==> src/rtl/rdiv_pkg.sv <==
package rdiv_pkg;

  typedef enum logic {
    RATIO_SHORT = 1'b0,
    RATIO_LONG  = 1'b1
  } ratio_e;

  // select high keeps the short (higher-frequency) ratio
  function automatic ratio_e sel_to_ratio(input logic sel);
    return sel ? RATIO_SHORT : RATIO_LONG;
  endfunction

endpackage

==> src/rtl/rdiv_half.sv <==
module rdiv_half (
  input  logic clk_i,
  input  logic rst_ni,
  output logic half_o
);

  logic half_q;

  always_ff @(posedge clk_i or negedge rst_ni) begin
    if (!rst_ni) half_q <= 1'b0;
    else         half_q <= ~half_q;
  end

  assign half_o = half_q;

  a_r2_half_fall: assert property (@(posedge clk_i) disable iff (!rst_ni)
    half_q |=> !half_q);
  a_r2_half_rise: assert property (@(posedge clk_i) disable iff (!rst_ni)
    !half_q |=> half_q);

endmodule

==> src/rtl/rdiv_count.sv <==
module rdiv_count #(
  parameter int unsigned UPW = 10
) (
  input  logic            clk_i,
  input  logic            rst_ni,
  input  logic            adv_i,
  input  rdiv_pkg::ratio_e ratio_i,
  output logic            tc_o,
  output logic            mid_o
);
  import rdiv_pkg::*;

  localparam logic [UPW-1:0] LIM_S = UPW'((1 << (UPW - 1)) - 1);
  localparam logic [UPW-1:0] LIM_L = '1;
  localparam logic [UPW-1:0] MID_S = UPW'((1 << (UPW - 2)) - 1);
  localparam logic [UPW-1:0] MID_L = LIM_S;

  logic [UPW-1:0] up_q;
  logic [UPW-1:0] lim, mid;

  always_comb begin
    lim = (ratio_i == RATIO_LONG) ? LIM_L : LIM_S;
    mid = (ratio_i == RATIO_LONG) ? MID_L : MID_S;
  end

  assign tc_o  = adv_i && (up_q == lim);
  assign mid_o = adv_i && (up_q == mid);

  always_ff @(posedge clk_i or negedge rst_ni) begin
    if (!rst_ni)    up_q <= '0;
    else if (tc_o)  up_q <= '0;
    else if (adv_i) up_q <= up_q + 1'b1;
  end

  a_r4_short_bound: assert property (@(posedge clk_i) disable iff (!rst_ni)
    (ratio_i == RATIO_SHORT) |-> (up_q <= LIM_S));
  a_r3_wrap: assert property (@(posedge clk_i) disable iff (!rst_ni)
    tc_o |=> (up_q == '0));

endmodule

==> src/rtl/rdiv_ratio.sv <==
module rdiv_ratio (
  input  logic             clk_i,
  input  logic             rst_ni,
  input  logic             sel_i,
  input  logic             tc_i,
  output rdiv_pkg::ratio_e ratio_o
);
  import rdiv_pkg::*;

  ratio_e ratio_q;
  logic   armed_q;
  logic   load;

  // first edge after reset, then only period boundaries
  assign load = tc_i || !armed_q;

  always_ff @(posedge clk_i or negedge rst_ni) begin
    if (!rst_ni) begin
      ratio_q <= RATIO_SHORT;
      armed_q <= 1'b0;
    end else begin
      armed_q <= 1'b1;
      if (load) ratio_q <= sel_to_ratio(sel_i);
    end
  end

  assign ratio_o = ratio_q;

  a_r6_ratio_hold: assert property (@(posedge clk_i) disable iff (!rst_ni)
    (armed_q && !tc_i) |=> $stable(ratio_q));

endmodule

==> src/rtl/rdiv_out.sv <==
module rdiv_out (
  input  logic clk_i,
  input  logic rst_ni,
  input  logic tc_i,
  input  logic mid_i,
  output logic stb_o,
  output logic sq_o
);

  logic stb_q, sq_q;

  always_ff @(posedge clk_i or negedge rst_ni) begin
    if (!rst_ni) begin
      stb_q <= 1'b0;
      sq_q  <= 1'b0;
    end else begin
      stb_q <= tc_i;
      if (tc_i)       sq_q <= 1'b1;
      else if (mid_i) sq_q <= 1'b0;
    end
  end

  assign stb_o = stb_q;
  assign sq_o  = sq_q;

  a_r3_stb_single: assert property (@(posedge clk_i) disable iff (!rst_ni)
    stb_q |=> !stb_q);
  a_r7_sq_rise: assert property (@(posedge clk_i) disable iff (!rst_ni)
    $rose(sq_q) |-> stb_q);

endmodule

==> src/rtl/ref_clk_div.sv <==
module ref_clk_div #(
  parameter int unsigned SHORT_LOG2 = 10
) (
  input  logic clk_i,
  input  logic rst_ni,
  input  logic ratio_sel_i,
  output logic half_o,
  output logic ref_stb_o,
  output logic ref_sq_o
);
  import rdiv_pkg::*;

  // upper chain counts half-rate periods
  localparam int unsigned UPW = SHORT_LOG2;

  logic   half;
  logic   tc, mid;
  ratio_e ratio;

  rdiv_half u_half (
    .clk_i  (clk_i),
    .rst_ni (rst_ni),
    .half_o (half)
  );

  rdiv_count #(.UPW(UPW)) u_count (
    .clk_i   (clk_i),
    .rst_ni  (rst_ni),
    .adv_i   (half),
    .ratio_i (ratio),
    .tc_o    (tc),
    .mid_o   (mid)
  );

  rdiv_ratio u_ratio (
    .clk_i   (clk_i),
    .rst_ni  (rst_ni),
    .sel_i   (ratio_sel_i),
    .tc_i    (tc),
    .ratio_o (ratio)
  );

  rdiv_out u_out (
    .clk_i  (clk_i),
    .rst_ni (rst_ni),
    .tc_i   (tc),
    .mid_i  (mid),
    .stb_o  (ref_stb_o),
    .sq_o   (ref_sq_o)
  );

  assign half_o = half;

  a_r3_stb_phase: assert property (@(posedge clk_i) disable iff (!rst_ni)
    ref_stb_o |-> !half_o);
  a_r1_reset_clear: assert property (@(posedge clk_i)
    !rst_ni |-> (!half_o && !ref_stb_o && !ref_sq_o));

endmodule

==> config.mk <==
export PLATFORM = sky130hd
export DESIGN_NAME = ref_clk_div
export DESIGN_NICKNAME = d
export VERILOG_FILES = /design/src/rtl/rdiv_pkg.sv /design/src/rtl/rdiv_half.sv /design/src/rtl/rdiv_count.sv /design/src/rtl/rdiv_ratio.sv /design/src/rtl/rdiv_out.sv /design/src/rtl/ref_clk_div.sv
export SDC_FILE = /design/constraint.sdc
export NUM_CORES = 1
export LEC_CHECK = 0
export ABC_AREA = 1
export CAP_MARGIN = 20
export CORE_UTILIZATION = 54
export DETAILED_ROUTE_END_ITERATION = 6
export PLACE_DENSITY_LB_ADDON = 0.15
export SETUP_SLACK_MARGIN = 0.4
export SYNTH_ARGS = -nofsm -noshare
export SYNTH_HDL_FRONTEND = slang
export SYNTH_SLANG_ARGS = --single-unit
==> constraint.sdc <==
create_clock -name clk_i -period 1.5 [get_ports clk_i]
set_input_delay 0.3 -clock clk_i [delete_from_list [all_inputs] [get_ports clk_i]]
set_output_delay 0.3 -clock clk_i [all_outputs]
set_load 0.005 [all_outputs]
==> results.md <==
- Outcome: completed
- Sw Ratio: 0.229
- # IOs: 6
- Yosys warnings: 0
- Switching power: 0.154 mW
- Max stage delay cell, worst path: dfrtp_1
- Largest net degree at the start of global routing: 16
- CP Launch Type: flip-flop
- Total gr overflow: 0
- WP data arrival: 1.39 ns
- Largest fanout on the critical path: 6
- Initial core utilization: 0.586
- # hold bufs at CTS: 0
- Setup TNS Final: 0 ns
- Worst Setup End Kind: flip-flop
- Row Count: 13
- H-tree depth: 1
- Fillers: 98
- DRC viols: 0
- Worst Hold Class: primary input to async pin
- DR vias: 558
- Via density: 4.77
- Total Power: 0.672 mW
- DRT iter0 DRCs: 9
- Die H: 39.6 µm
- Clock transition at path regs: 0.10 ns
- Flip-flop and latch area: 375 µm²
- Final Setup Violations: 0
- Max-Cap Viols: 0
- Final min period: 1.21 ns
- Yosys reg bits: 15
- Slew Viols, Final: 0
- Detail Route Antenna Nets: 0
- Longest Clk Path Bufs: 2
- Die area: 0.00157 mm²
- Final period util: 0.809
- Worst reg2reg path depth: 8
- Total Wirelength: 1350 µm
- WS Path Type: flip-flop to flip-flop
- First-pass GRT wire length: 2130 µm
- Multi-input logic area: 340 µm²
- Fmax: 0.824 GHz
- Vias in the first global route: 508
- Worst path depth: 8
- Final instance area: 897 µm²
- Die Width: 39.6 µm
- Global-route usage over all layers: 0.208
- Sequential fraction of the synthesis area: 0.493
- CTS buffer count: 3
- Mapped cell area: 762 µm²
- Final #Nets: 107
- Required time worst endpoint: 1.67 ns
- CTS tree: built
- Layout cells sized above 1: 0.324
- Routability cong.: 0.738
- Leak: 0.487 nW
- PwrDens: 749 mW/mm²
- CTS Sinks: 15
- Post-DP HPWL: 945 µm
- Internal power: 0.518 mW
- Dpl cell area: 838 µm²
- Synthesized area per cell: 8.66 µm²
- Layout area overhead: 17.7%
- Worst path max stage delay: 0.38 ns
- Gate power share: 0.037
- Clock Power Share: 0.350
- Clock Skews: 0.00154 ns
- Final Hold Violating Endpoints: 0
- PortBufs: 5
- Worst Path Buf+Inv: 2
- Top delay family on crit path: flip-flops
- Synth unique cells: 21
- Mapped Cells: 88
- First drt pass iteration count: 4
- Antenna violations before repair: 0
- Root Buffer Master: clkbuf_4
- Final setup margin: 0.286 ns
- Max IR drop VDD: 0.476 mV
- Post-Syn Nets: 92
- Sequential power share: 0.613
- N_diodes: 0
- Top cell by count, worst path: nand2_2
- Critical-path cell list: ha_2 > nand2_2 > inv_2 > nand2_2 > nor2_4 > nand2_4 > inv_4 > nor2_2
- Per-cell routed wire length: 11.5 µm
- RSZ-0062 raised after global routing: yes
- Pre-CTS setup slack: 0.234 ns
- Core area: 0.00130 mm²
- Later-pin clock latency in the skew report: 0.28 ns
[sequential cells by signal (all words and copies together), names as in the netlist]
register and cells:
u_half.half_o 1, u_ratio.armed_q 1, u_count.up_q 10, u_out.sq_o 1
u_ratio.ratio_o 1, u_out.stb_o 1
[cell families after synthesis]
kind of cell	count (synthesis)	synth area share
compound gates	3	0.0197
xor+xnor	7	0.0805
fa+ha+maj	1	0.0164
buf+inv	15	0.0821
flops	15	0.493
other cells	1	0.00492
simple gates	46	0.304
[power groups by stage]
stage               clock network [mW]  registers, mW  logic, mW
global route                     0.262          0.412     0.0299
detailed placement                   0          0.420     0.0259
floorplan                            0          0.419    0.00919
CTS                              0.239          0.412     0.0259
finish                           0.235          0.412     0.0250
global placement                     0          0.419     0.0250
[through the flow]
stage / utilization / hold WS (ns) / cells
finish: 0.689 / 0.317 / 117
global route: 0.689 / 0.323 / 117
CTS: 0.677 / 0.319 / 116
detailed placement: 0.644 / 0.490 / 109
global placement: 0.644 / 0.470 / 109
floorplan: - / 0.00441 / 88
[repair_timing]
item	in CTS	in global routing
buffers inserted	3	1
pin swaps	3	4
setup endpoints to repair	14	15
resized for setup	12	5
[layout by cell type, fill, tap and decap left out]
| cell type | instances |
|---|---|
| clkinv_2 | 1 |
| clkbuf_2 | 1 |
| inv_4 | 1 |
| nor2_2 | 4 |
| nand3b_1 | 1 |
| nand2_2 | 4 |
| nand3_2 | 1 |
| buf_4 | 6 |
| nand2_4 | 2 |
| nor2_1 | 6 |
| nand3_1 | 5 |
| nand4_1 | 1 |
| nor2_4 | 2 |
| nand2_1 | 20 |
| o21ai_1 | 2 |
| clkbuf_4 | 3 |
| inv_1 | 9 |
| xor2_1 | 4 |
| xnor2_1 | 3 |
| ha_2 | 1 |
| a21oi_2 | 1 |
| dfrtp_1 | 15 |
| buf_2 | 2 |
| conb_1 | 1 |
| inv_2 | 4 |
| clkdlybuf4s50_1 | 2 |
[per-layer routing]
| layer | vias to the layer above | share of wire | GRT usage |
|---|---|---|---|
| met4 | 0 | 0 | 0.0517 |
| li1 | 288 | - | - |
| met3 | 0 | 0.020 | 0.0511 |
| met5 | - | 0 | 0 |
| met1 | 266 | 0.47 | 0.269 |
| met2 | 4 | 0.51 | 0.344 |
[cells in the mapped netlist]
library cell  instances  share of area
xnor2_1               3          0.034
inv_2                 4          0.020
nand2_1              20          0.099
nor2_2                2          0.016
buf_4                 1         0.0099
o21ai_0               1         0.0066
inv_4                 1         0.0082
nand2_4               2          0.030
nor2_1                8          0.039
a21oi_1               1         0.0066
ha_1                  1          0.016
nand2_2               4          0.033
nor2_4                2          0.030
nand4_1               1         0.0082
nand3_1               6          0.039
dfrtp_1              15           0.49
xor2_1                4          0.046
nand3b_1              1         0.0099
inv_1                 9          0.044
o21ai_1               1         0.0066
conb_1                1         0.0049
[worst reg2reg max path: stages (launching register included)]
cell	delay [ns]
dfrtp_1	0.38
ha_2	0.19
nand2_2	0.06
inv_2	0.07
nand2_2	0.06
nor2_4	0.11
nand2_4	0.10
inv_4	0.10
nor2_2	0.04
[worst paths after layout]
path | from | endpoint | slack [ns]
setup reg to reg | u_count.up_q[0] | u_count.up_q[0] | 0.29
max in group asynchronous | rst_ni | u_out.stb_o | 1.01
setup / recovery | u_count.up_q[0] | u_count.up_q[0] | 0.29
min in group clk_i | u_count.up_q[4] | u_count.up_q[4] | 0.51
hold / removal | rst_ni | u_count.up_q[6] | 0.32
hold reg to reg | u_count.up_q[4] | u_count.up_q[4] | 0.51
[area by class of cell]
class                   instances  area share
inverters                      14      0.0614
clock buffers                   3      0.0251
well taps                      15      0.0209
clock inverters                 1     0.00558
flip-flops and latches         15       0.418
multi-input cells              58       0.379
repair buffers                 11      0.0893
Power figures use the tool's default switching activity.
